==> src/rtl/sram_bridge_pkg.sv <==
package sram_bridge_pkg;

  typedef enum logic [3:0] {
    ST_IDLE,
    ST_EVAL,
    ST_WSETUP,
    ST_WPULSE,
    ST_WHOLD,
    ST_RADDR,
    ST_RCAP,
    ST_ACK,
    ST_REARM
  } bridgeState_e;

  // strobes from control to datapath
  typedef struct packed {
    logic load;       // latch request, clear lane index
    logic laneStep;   // move to next lane
    logic capture;    // store SRAM byte into current lane
    logic driveData;  // enable data pin driver
    logic chipSel;    // chip enable active
    logic readEn;     // output enable active
    logic writeEn;    // write enable active
    logic ack;        // bus acknowledge
  } bridgeStrobes_t;

endpackage

==> src/rtl/sbr_ctrl.sv <==
module sbr_ctrl
  import sram_bridge_pkg::*;
(
  input  logic           clk,
  input  logic           rstN,
  input  logic           reqValid,
  input  logic           reqWrite,
  input  logic           laneSel,
  input  logic           laneLast,
  output bridgeStrobes_t strb
);

  bridgeState_e stateQ, stateD;

  always_ff @(posedge clk) begin
    if (!rstN) stateQ <= ST_IDLE;
    else       stateQ <= stateD;
  end

  always_comb begin
    stateD = stateQ;
    strb   = '0;
    case (stateQ)
      ST_IDLE: begin
        if (reqValid) begin
          strb.load = 1'b1;
          stateD    = ST_EVAL;
        end
      end
      ST_EVAL: begin
        if (!reqWrite) begin
          stateD = ST_RADDR;
        end else if (laneSel) begin
          stateD = ST_WSETUP;
        end else if (laneLast) begin
          stateD = ST_ACK;
        end else begin
          strb.laneStep = 1'b1;
          stateD        = ST_EVAL;
        end
      end
      ST_WSETUP: begin
        strb.chipSel   = 1'b1;
        strb.driveData = 1'b1;
        stateD         = ST_WPULSE;
      end
      ST_WPULSE: begin
        strb.chipSel   = 1'b1;
        strb.driveData = 1'b1;
        strb.writeEn   = 1'b1;
        stateD         = ST_WHOLD;
      end
      ST_WHOLD: begin
        strb.chipSel   = 1'b1;
        strb.driveData = 1'b1;
        if (laneLast) begin
          stateD = ST_ACK;
        end else begin
          strb.laneStep = 1'b1;
          stateD        = ST_EVAL;
        end
      end
      ST_RADDR: begin
        strb.chipSel = 1'b1;
        strb.readEn  = 1'b1;
        stateD       = ST_RCAP;
      end
      ST_RCAP: begin
        strb.chipSel = 1'b1;
        strb.readEn  = 1'b1;
        strb.capture = 1'b1;
        if (laneLast) begin
          stateD = ST_ACK;
        end else begin
          strb.laneStep = 1'b1;
          stateD        = ST_EVAL;
        end
      end
      ST_ACK: begin
        strb.ack = 1'b1;
        stateD   = ST_REARM;
      end
      ST_REARM: begin
        if (!reqValid) stateD = ST_IDLE;
      end
      default: stateD = ST_IDLE;
    endcase
  end

endmodule

==> src/rtl/sbr_datapath.sv <==
module sbr_datapath
  import sram_bridge_pkg::*;
#(
  parameter int BUS_ADDR_W = 32,
  parameter int ADDR_W     = 19,
  parameter int BYTE_W     = 8,
  parameter int LANES      = 4,
  localparam int DATA_W    = BYTE_W * LANES,
  localparam int LANE_W    = $clog2(LANES),
  localparam int WORD_W    = ADDR_W - LANE_W
) (
  input  logic                  clk,
  input  logic                  rstN,
  input  bridgeStrobes_t        strb,
  input  logic [BUS_ADDR_W-1:0] wbAdr,
  input  logic [DATA_W-1:0]     wbDatW,
  input  logic [LANES-1:0]      wbSel,
  input  logic                  wbWe,
  input  logic [BYTE_W-1:0]     sramDIn,
  output logic [DATA_W-1:0]     wbDatR,
  output logic [ADDR_W-1:0]     sramAddr,
  output logic [BYTE_W-1:0]     sramDOut,
  output logic                  reqWrite,
  output logic                  laneSel,
  output logic                  laneLast
);

  logic [WORD_W-1:0] wordQ;
  logic [DATA_W-1:0] wrDataQ;
  logic [LANES-1:0]  selQ;
  logic [LANE_W-1:0] laneQ;
  logic [BYTE_W-1:0] wrBytes [LANES];
  logic [BYTE_W-1:0] rdBytes [LANES];

  always_ff @(posedge clk) begin
    if (!rstN) begin
      wordQ    <= '0;
      wrDataQ  <= '0;
      selQ     <= '0;
      reqWrite <= 1'b0;
      laneQ    <= '0;
    end else if (strb.load) begin
      wordQ    <= wbAdr[ADDR_W-1:LANE_W];
      wrDataQ  <= wbDatW;
      selQ     <= wbSel;
      reqWrite <= wbWe;
      laneQ    <= '0;
    end else if (strb.laneStep) begin
      laneQ    <= laneQ + 1'b1;
    end
  end

  for (genvar g = 0; g < LANES; g++) begin : gLane
    assign wrBytes[g] = wrDataQ[g*BYTE_W +: BYTE_W];

    always_ff @(posedge clk) begin
      if (!rstN)
        rdBytes[g] <= '0;
      else if (strb.capture && laneQ == LANE_W'(g))
        rdBytes[g] <= sramDIn;
    end

    assign wbDatR[g*BYTE_W +: BYTE_W] = rdBytes[g];
  end

  assign sramAddr = {wordQ, laneQ};
  assign sramDOut = wrBytes[laneQ];
  assign laneSel  = selQ[laneQ];
  assign laneLast = (laneQ == LANE_W'(LANES - 1));

endmodule

==> src/rtl/wb_sram_bridge.sv <==
module wb_sram_bridge
  import sram_bridge_pkg::*;
#(
  parameter int BUS_ADDR_W = 32,
  parameter int ADDR_W     = 19,
  parameter int BYTE_W     = 8,
  parameter int LANES      = 4,
  localparam int DATA_W    = BYTE_W * LANES
) (
  input  logic                  clk,
  input  logic                  rstN,
  input  logic                  wbCyc,
  input  logic                  wbStb,
  input  logic                  wbWe,
  input  logic [BUS_ADDR_W-1:0] wbAdr,
  input  logic [DATA_W-1:0]     wbDatW,
  input  logic [LANES-1:0]      wbSel,
  output logic [DATA_W-1:0]     wbDatR,
  output logic                  wbAck,
  output logic [ADDR_W-1:0]     sramAddr,
  output logic [BYTE_W-1:0]     sramDOut,
  input  logic [BYTE_W-1:0]     sramDIn,
  output logic                  sramDOe,
  output logic                  sramCeN,
  output logic                  sramOeN,
  output logic                  sramWeN
);

  bridgeStrobes_t strb;
  logic reqWrite, laneSel, laneLast;

  sbr_ctrl uCtrl (
    .clk      (clk),
    .rstN     (rstN),
    .reqValid (wbCyc & wbStb),
    .reqWrite (reqWrite),
    .laneSel  (laneSel),
    .laneLast (laneLast),
    .strb     (strb)
  );

  sbr_datapath #(
    .BUS_ADDR_W (BUS_ADDR_W),
    .ADDR_W     (ADDR_W),
    .BYTE_W     (BYTE_W),
    .LANES      (LANES)
  ) uData (
    .clk      (clk),
    .rstN     (rstN),
    .strb     (strb),
    .wbAdr    (wbAdr),
    .wbDatW   (wbDatW),
    .wbSel    (wbSel),
    .wbWe     (wbWe),
    .sramDIn  (sramDIn),
    .wbDatR   (wbDatR),
    .sramAddr (sramAddr),
    .sramDOut (sramDOut),
    .reqWrite (reqWrite),
    .laneSel  (laneSel),
    .laneLast (laneLast)
  );

  assign wbAck   = strb.ack;
  assign sramDOe = strb.driveData;
  assign sramCeN = ~strb.chipSel;
  assign sramOeN = ~strb.readEn;
  assign sramWeN = ~strb.writeEn;

endmodule

==> config.mk <==
export PLATFORM = sky130hd
export DESIGN_NAME = wb_sram_bridge
export DESIGN_NICKNAME = d
export VERILOG_FILES = /design/src/rtl/sram_bridge_pkg.sv /design/src/rtl/sbr_ctrl.sv /design/src/rtl/sbr_datapath.sv /design/src/rtl/wb_sram_bridge.sv
export SDC_FILE = /design/constraint.sdc
export NUM_CORES = 1
export LEC_CHECK = 0
export BUFFER_PORTS_ARGS = -buffer_cell sky130_fd_sc_hd__buf_2
export CAP_MARGIN = 20
export CORE_UTILIZATION = 45
export DETAILED_ROUTE_END_ITERATION = 10
export PLACE_DENSITY = 0.7
export SLEW_MARGIN = 10
export SYNTH_ARGS = -nofsm -noshare
export SYNTH_HDL_FRONTEND = slang
export SYNTH_HIERARCHICAL = 1
export SYNTH_SLANG_ARGS = --single-unit
export TNS_END_PERCENT = 100
==> constraint.sdc <==
create_clock -name clk -period 3.35 [get_ports clk]
set_clock_uncertainty 0.2 [all_clocks]
set_input_delay 0.335 -clock clk [delete_from_list [all_inputs] [get_ports clk]]
set_output_delay 0.335 -clock clk [all_outputs]
set_load 0.1 [all_outputs]
# Word-level counts from Yosys, hierarchy flattened
# Memory sizes are Yosys's and may differ from the RTL's.
# Index checks and enable logic that the tools add are counted.
# word_totals
register_bits	60
ram_bits	32
inputBits	81
elab_cells	85
memories	1
# classes
n_addsub	1
order_cmp	2
eq_ne	13
mux	40
bitwise	10
reduce_logical	12
# mem_list
memory	depth	word_bits	read_ports	rd_ports_with_merged_regs	write_ports	line	source
uData.rdBytes	4	8	4	0	4	sbr_datapath.sv:33	logic [BYTE_W-1:0] rdBytes [LANES];
# ops
op	count
$mux W8	6
$pmux W4 S8	1
$mux W1	25
$bmux W8 S2	1
$eq A4 B3 Y1 const B	4
$mux W4	4
$eq A4 B2 Y1 const B	2
$reduce_or A2 Y1	3
$reduce_or A5 Y1	1
$eq A2 B2 Y1 const B	2
$eq A4 B1 Y1 const B	1
$eq A4 B4 Y1 const B	1
$logic_and A1 B1 Y1	4
$logic_not A4 Y1	1
$not A1 Y1	4
$or A1 B1 Y1	4
$ge A3 B3 Y1 const B	1
$lt A2 B3 Y1 const B	1
$mux W3	1
$not A2 Y3	1
$reduce_or A3 Y1	1
$add A2 B1 Y2 const B	1
$bmux W1 S2	1
$eq A2 B1 Y1 const B	1
other kinds (6)	6

# Longest topological paths before layout
# Gate-level depths: netlist (run 1).
# logic_depth
ltp_word	7
ltp_mapped	8
mapped_depth_nobuf	5

# Hierarchy
# Netlist (run 1), hierarchy kept.
# modules_own_cells
module	n_inst	cells_per_inst	area_each_um2	seq_area_each_um2
sbr_datapath	1	284	3593.4	2082.0
sbr_ctrl	1	43	364.1	80.1
wb_sram_bridge	1	4	17.5	0.0

# Worst setup path after synthesis (run 1)
# OpenSTA, ideal clock, no wires.
# synth_timing
path_kind	flip-flop to flip-flop
startpoint	register uData.laneQ[0]
endpoint	register uData.laneQ[1]
arrival_time_ns	2.849
path_slack_ns	0.187
path_stages_with_launch	7
n_path_buf	1
cell_sequence	dfxtp_1 buf_6 mux4_2 or4_4 a211oi_2 mux2i_1 nor2_1
# synth_lines
element	line	source
from (decl)	sbr_datapath.sv:31	logic [LANE_W-1:0] laneQ;
from (signal assigned)	sbr_datapath.sv:49	laneQ <= laneQ + 1'b1;

# Worst setup path in the final report (run 1)
# layout_timing
startpoint	register uCtrl.stateQ[2]
endpoint	output sramDOe
# layout_between
elab_chain_cells	3
elab_cells_between_ends	5
# layout_lines
element	line	source
from (decl)	sbr_ctrl.sv:13	bridgeState_e stateQ, stateD;
from (signal assigned)	sbr_ctrl.sv:17	else stateQ <= stateD;
$eq A4 B2 Y1 / $eq A4 B3 Y1 (equally long branches)	sbr_ctrl.sv:23	case (stateQ)
$reduce_or A3 Y1 (no line) *	-	
$mux W1 *	sbr_ctrl.sv:23	
to (decl)	wb_sram_bridge.sv:23	output logic sramDOe,
# Mark *: on every way between the ends. The rest lies on a longest branch, timed or not.

==> results of run 1 <==
[cells in the final DEF, fill, tap and decap left out, types with 2 or more instances in the layout]
cell type   Yosys  layout
buf_2           2     129
dfxtp_1        60      60
nor2b_1        55      55
mux2i_1        55      55
edfxtp_1       32      32
nor2_1         28      27
nand2_1        20      20
and2_1          9       9
clkbuf_8        0       9
mux4_2          8       8
inv_1           6       6
nand2b_1        5       5
a21oi_1         5       5
buf_4           2       4
ha_1            4       4
nor3b_1         3       3
clkinvlp_4      0       2
clkinv_4        0       2
or4_4           2       2
xnor2_1         2       2
and3_1          2       2
nand2_2         2       2
buf_12          0       2
[power by group through the flow]
stage	clock, mW	combinational, mW	sequential [mW]
detailed placement	0	0.514	1.26
global placement	0	0.510	1.26
CTS	0.763	0.515	1.24
finish	0.745	0.512	1.23
floorplan	0	0.239	1.44
global route	0.810	0.539	1.24
[area by class of cell]
| class | instances | area (um^2) |
|---|---|---|
| Timing Repair Buffer | 135 | 716 |
| Clock buffer | 9 | 124 |
| Tap cell | 105 | 131 |
| Clock inverter | 7 | 76.3 |
| Sequential cell | 92 | 2160 |
| Multi-Input combinational cell | 213 | 1650 |
| Fill cell | 744 | 3500 |
| Inverter | 6 | 22.5 |
[per-stage QoR]
| step | std cells | hold slack [ns] |
|---|---|---|
| finish | 567 | 0.0423 |
| global placement | 551 | 0.291 |
| detailed placement | 551 | 0.303 |
| global route | 567 | 0.0368 |
| CTS | 567 | 0.0230 |
| floorplan | 331 | 0.252 |
[flip-flops by register name, summed over array words and instances (netlist names)]
signal	cells
uData/laneQ	2
uData/rdBytes	32
uData/selQ	4
uData/reqWrite	1
uCtrl/stateQ	4
uData/wrDataQ	32
uData/wordQ	17
[routing by layer]
metal / track usage [%] / vias up
met5: 0 / -
met1: 22.2 / 1286
met3: 5.13 / 7
li1: - / 1387
met2: 27.3 / 103
met4: 5.35 / 0
[final timing paths]
check	endpoint	slack, ns	cells past startpoint
min reg2reg	uData/selQ[2]	0.32	2
min	uData/wordQ[4]	0.04	3
max	sramDOe	0.93	4
max reg2reg	uData/laneQ[1]	1.06	5
[logic make-up (layout without fill, tap and decap cells)]
logic type               after synthesis  in the layout
XOR/XNOR                               2              2
adder cells (fa/ha/maj)                4              4
multiplexers                          65             65
AO/OA/AOI/OAI                         12             12
flip-flops                            92             92
buffers and inverters                 26            157
AND/OR/NAND/NOR                      130            130
[worst max-delay path, delay by kind of cell (launching register included)]
family                 cells  cell delay, ns
multiplexers               1            0.32
buffers and inverters      1            0.43
AND/OR/NAND/NOR            2            0.27
flip-flops                 1            0.52
==> summary.txt, run 1 <==
Logic synthesis
  – XOR/XNOR Fraction of Synth Area: 0.441%
  – Mapped Area: 3980 um^2
  – Post-synthesis register bit count: 92
  – Post-Synth Adder-Cell Area: 1.26%
  – Share of the synthesized area in the top cell type: 30.2%
  – EDFF count, synth: 32
  – Largest family of logic cells by synthesized area: multiplexers
  – Fraction of synthesized area in multiplexers: 19.3%
  – Leading area contributor after synthesis: dfxtp_1
  – Post-synthesis cell type count: 35
  – Syn nets: 416
  – Count leader, synth: dfxtp_1
  – Synth top cells by count: dfxtp_1 (60), mux2i_1 (55), nor2b_1 (55)
  – Compound-cell area share of the yosys netlist: 2.11%
  – Post-synth top flop: dfxtp_1
  – Register area share after synthesis: 54.4%
  – Post-synthesis simple-gate area fraction: 18.2%
  – Mapped Cells: 331
  – Async SR Flop Fraction: 0%
  – Synth area leaders: dfxtp_1 (30%), edfxtp_1 (24%), mux2i_1 (14%), nor2b_1 (8.7%), mux4_2 (4.5%)
  – Mean cell area of the mapped netlist: 12.0 um^2
  – Yosys warnings: 6

Pwr
  – Sw Ratio: 31.8%
  – Leakage: 2.00 nW
  – Sequential power share: 49.5%
  – P_int: 1.70 mW
  – Clock share of power: 29.9%
  – Total power draw: 2.49 mW
  – Sw Pwr: 0.793 mW
  – Pwr/cell area: 510 nW/um^2
  – Comb pwr share: 20.6%
  – Peak VDD IR: 343 uV

Setup path
  – Max incr delay on CP: 0.52 ns
  – CP Max Fanout: 11
  – Critical path cell sequence: nand2b_1 > mux2_2 > nor2_1 > buf_2
  – Kind of critical path: reg -> out
  – Slowest CP cell: dfxtp_1
  – Crit end category: output pin
  – Crit path from: uCtrl/stateQ[2]
  – Reg2reg start: uData/laneQ[0]
  – Worst Path Required: 2.81 ns
  – CP Launch Type: flip-flop
  – CP arrival: 1.89 ns

Drt
  – Top layer used by detailed routing: met4
  – Drt initial violations: 62
  – Met3 WL: 593 um
  – DRT Pass-1 Iters: 4
  – Via/cell ratio: 4.91
  – DRT met1 WL: 3450 um
  – DRC: 0
  – Antenna Violating Nets Remaining: 0
  – Met2 wire length: 3570 um
  – Drt total wl: 7690 um
  – Overall via count from detail_route: 2783
  – DR WL/cell: 13.6 um

Final layout
  – Final Util: 58.2%
  – Area Overhead vs Synth: 22.8%
  – # diodes: 0
  – Layout cells sized above 1: 36.4%
  – Number of nets in the layout: 542
  – Final instance area: 4880 um^2

Timing
  – Crit share post-route: 72.3%
  – Final Hold Vio Count: 0
  – Final WS setup: 0.929 ns
  – RSZ-0062 raised after global routing: no
  – Worst-Margin Slew: 0.726 ns
  – Setup violations, final: 0
  – Worst slew margin: 51.5%
  – Final slew viol count: 0
  – Period minus WS final: 2.42 ns
  – Max Clock Freq: 0.413 GHz
  – Post-route setup TNS: 0 ns

CTS
  – Post-CTS setup repair buffer count: 0
  – Clock sink total: 92
  – Clk root buf: clkbuf_8
  – Clock Latency Late Sink: 0.34 ns
  – Post-CTS Hold Buffers: 0
  – Inserted Clock Buffers: 9
  – CTS H-tree depth: 3
  – Maximum clock insertion buffer count: 2
  – Clk pin slew, worst setup/hold paths: 0.09 ns
  – Post-cts sizing count: 0
  – CTS tree: yes

Floorplan
  – Overall die height: 96.0 um
  – IO Pins: 145
  – Num rows: 33
  – Core Footprint: 8380 um^2
  – Die area: 9210 um^2
  – Width of the die: 96.0 um
  – Initial core utilization: 47.4%

Flow run
  – Max-cap violations: 0

GRT
  – Initial antenna violation count: 0
  – Total grt overflow: 0
  – Vias in the first global route: 2542
  – First-pass GRT wire length: 12000 um
  – Global Route Usage Sum: 17.1%
  – Largest net degree at the start of global routing: 54

Status
  – Status: complete, no violations

Place
  – DP Worst Slack: 1.06 ns
  – Cell Area, Placed: 4680 um^2
  – Gpl congestion: 0.755
  – HPWL Detailed: 5510 um
  – Port Buf Inserts: 129

Worst hold path
  – Min-Delay Startpoint: wbAdr[6]
  – Hold WC Path Type: in -> reg
Power figures use the tool's default switching activity.
==> run 2, diff against run 1 <==
PLACE_DENSITY = 0.73   (was 0.7)
clock period = 2.1 ns   (was 3.35 ns; I/O delays follow)
==> summary.txt, run 2 (synthesized netlist as in run 1, its figures left out) <==
Timing
  – Max Clock Freq: 0.459 GHz
  – Setup violations, final: 3
  – Final slew viol count: 0
  – Post-route setup TNS: -0.158 ns
  – Worst slew margin: 67.0%
  – Final Hold Vio Count: 0
  – Period minus WS final: 2.18 ns
  – Worst-Margin Slew: 0.498 ns
  – Crit share post-route: 104%
  – RSZ-0062 raised after global routing: yes
  – Fin Hold WS: 0.119 ns
  – Final WS setup: -0.0804 ns

GRT
  – Initial antenna violation count: 0
  – GR Util met1: 23.4%
  – Vias in the first global route: 3074
  – Global Route Usage Sum: 20.7%
  – Total grt overflow: 0
  – GR Util met3: 5.69%
  – First-pass GRT wire length: 14400 um
  – Met2 usage: 37.6%
  – Largest net degree at the start of global routing: 56
  – Most used routing layer: met2

Setup path
  – Reg2Reg Setup Slack: -0.08 ns
  – Max incr delay on CP: 0.50 ns
  – Crit end category: flip-flop
  – Worst Path Required: 2.15 ns
  – CP Max Fanout: 2
  – Slowest CP cell: mux4_2
  – CP Launch Type: flip-flop
  – Kind of critical path: reg -> reg
  – Critical path cell sequence: mux4_2 > or4_4 > a211oi_4 > mux2i_1 > nor2_1
  – CP arrival: 2.23 ns

Drt
  – DRT Pass-1 Iters: 4
  – DR WL/cell: 14.9 um
  – Drt total wl: 9450 um
  – Antenna Violating Nets Remaining: 0
  – Overall via count from detail_route: 3085
  – DRC: 0
  – Drt initial violations: 89
  – Via/cell ratio: 4.87

Status
  – Failing checks: setup timing
  – Status: finished, violations left

CTS
  – Clock sink total: 92
  – CTS tree: yes
  – Maximum clock insertion buffer count: 2
  – Inserted Clock Buffers: 9
  – CTS H-tree depth: 3
  – Clk pin slew, worst setup/hold paths: 0.09 ns
  – Clock Latency Late Sink: 0.35 ns
  – Clk root buf: clkbuf_8

Final layout
  – Number of nets in the layout: 609
  – Fill cells: 660
  – Cell Count, Final, Fillers Out: 634
  – Final Util: 67.6%
  – Biggest regs: uData/rdBytes: 32 flops, uData/wrDataQ: 32 flops, uData/wordQ: 17 flops
  – Most common cell after layout, fill and taps aside: buf_2
  – Layout cells sized above 1: 34.0%
  – Area Overhead vs Synth: 42.5%
  – # diodes: 0
  – Most frequent cells in the layout: buf_2 (117), dlygate4sd3_1 (62), nor2b_1 (55), dfxtp_1 (55), mux2i_1 (55)

Pwr
  – Leakage: 2.32 nW
  – Pwr/cell area: 729 nW/um^2
  – Total power draw: 4.13 mW
  – Peak VDD IR: 421 uV

Place
  – Cells after DPL: 554
  – Port Buf Inserts: 129
  – Gpl congestion: 0.798
  – HPWL Detailed: 5600 um

Worst hold path
  – Hold WC Path Type: in -> reg

Flow run
  – Max-cap violations: 0

Floorplan
  – IO Pins: 145
  – Die area: 9210 um^2
  – Num rows: 33
  – Core Footprint: 8380 um^2
  – Overall die height: 96.0 um
  – Width of the die: 96.0 um
  – Initial core utilization: 47.4%
-- run 2: final timing paths --
check / startpoint / endpoint / depth (start not counted)
hold reg to reg: uData/wrDataQ[16] / uData/wrDataQ[16] / 2
setup reg to reg: uData/laneQ[0] / uData/laneQ[1] / 5
setup / recovery: uData/laneQ[0] / uData/laneQ[1] / 5
hold / removal: rstN / uCtrl/stateQ[3] / 2
-- run 2: cell type report --
cell class	count	area [um^2]	area share, %
Clock buffer	10	128	2.25
Sequential cell	92	2180	38.5
Inverter	6	22.5	0.398
Multi-Input combinational cell	213	1680	29.6
Clock inverter	6	72.6	1.28
Timing Repair Buffer	202	1460	25.7
Tap cell	105	131	2.32
-- run 2: power by group --
| group | switching (mW) | total, mW | internal (mW) |
|---|---|---|---|
| sequential | 0.0450 | 1.97 | 1.92 |
| combinational | 0.629 | 0.965 | 0.336 |
| clock | 0.635 | 1.20 | 0.565 |
| total | 1.31 | 4.13 | 2.82 |
-- run 2: stage by stage --
| stage | worst slack, ns | instance area [um^2] |
|---|---|---|
| after floorplan | -0.478 | 4000 |
| after global placement | -0.0659 | 4740 |
| after detailed placement | -0.0869 | 4740 |
| after CTS | -0.0935 | 5620 |
| after global routing | -0.140 | 5660 |
| final | -0.0804 | 5660 |
-- run 2: worst max-delay path, delay by kind of cell, from the launching register on --
family             cells  cell delay, ns
DFF                    1            0.36
and+or+nand+nor        2            0.55
AOI/OAI and AO/OA      1            0.26
muxes                  2            0.72
-- run 2: per-layer routing --
metal	part of all wire (%)	wire length [um]
met1	40	3820
met2	52	4870
met3	6.6	625
met4	1.4	130
met5	0	0
-- run 2: timing repair --
action	4_1_cts	5_1_grt
resized for setup	20	7
hold endpoints to repair	62	0
pin swaps	0	1
setup endpoints to repair	13	15
buffers inserted	1	0
hold buffers	62	0
cloned	0	1
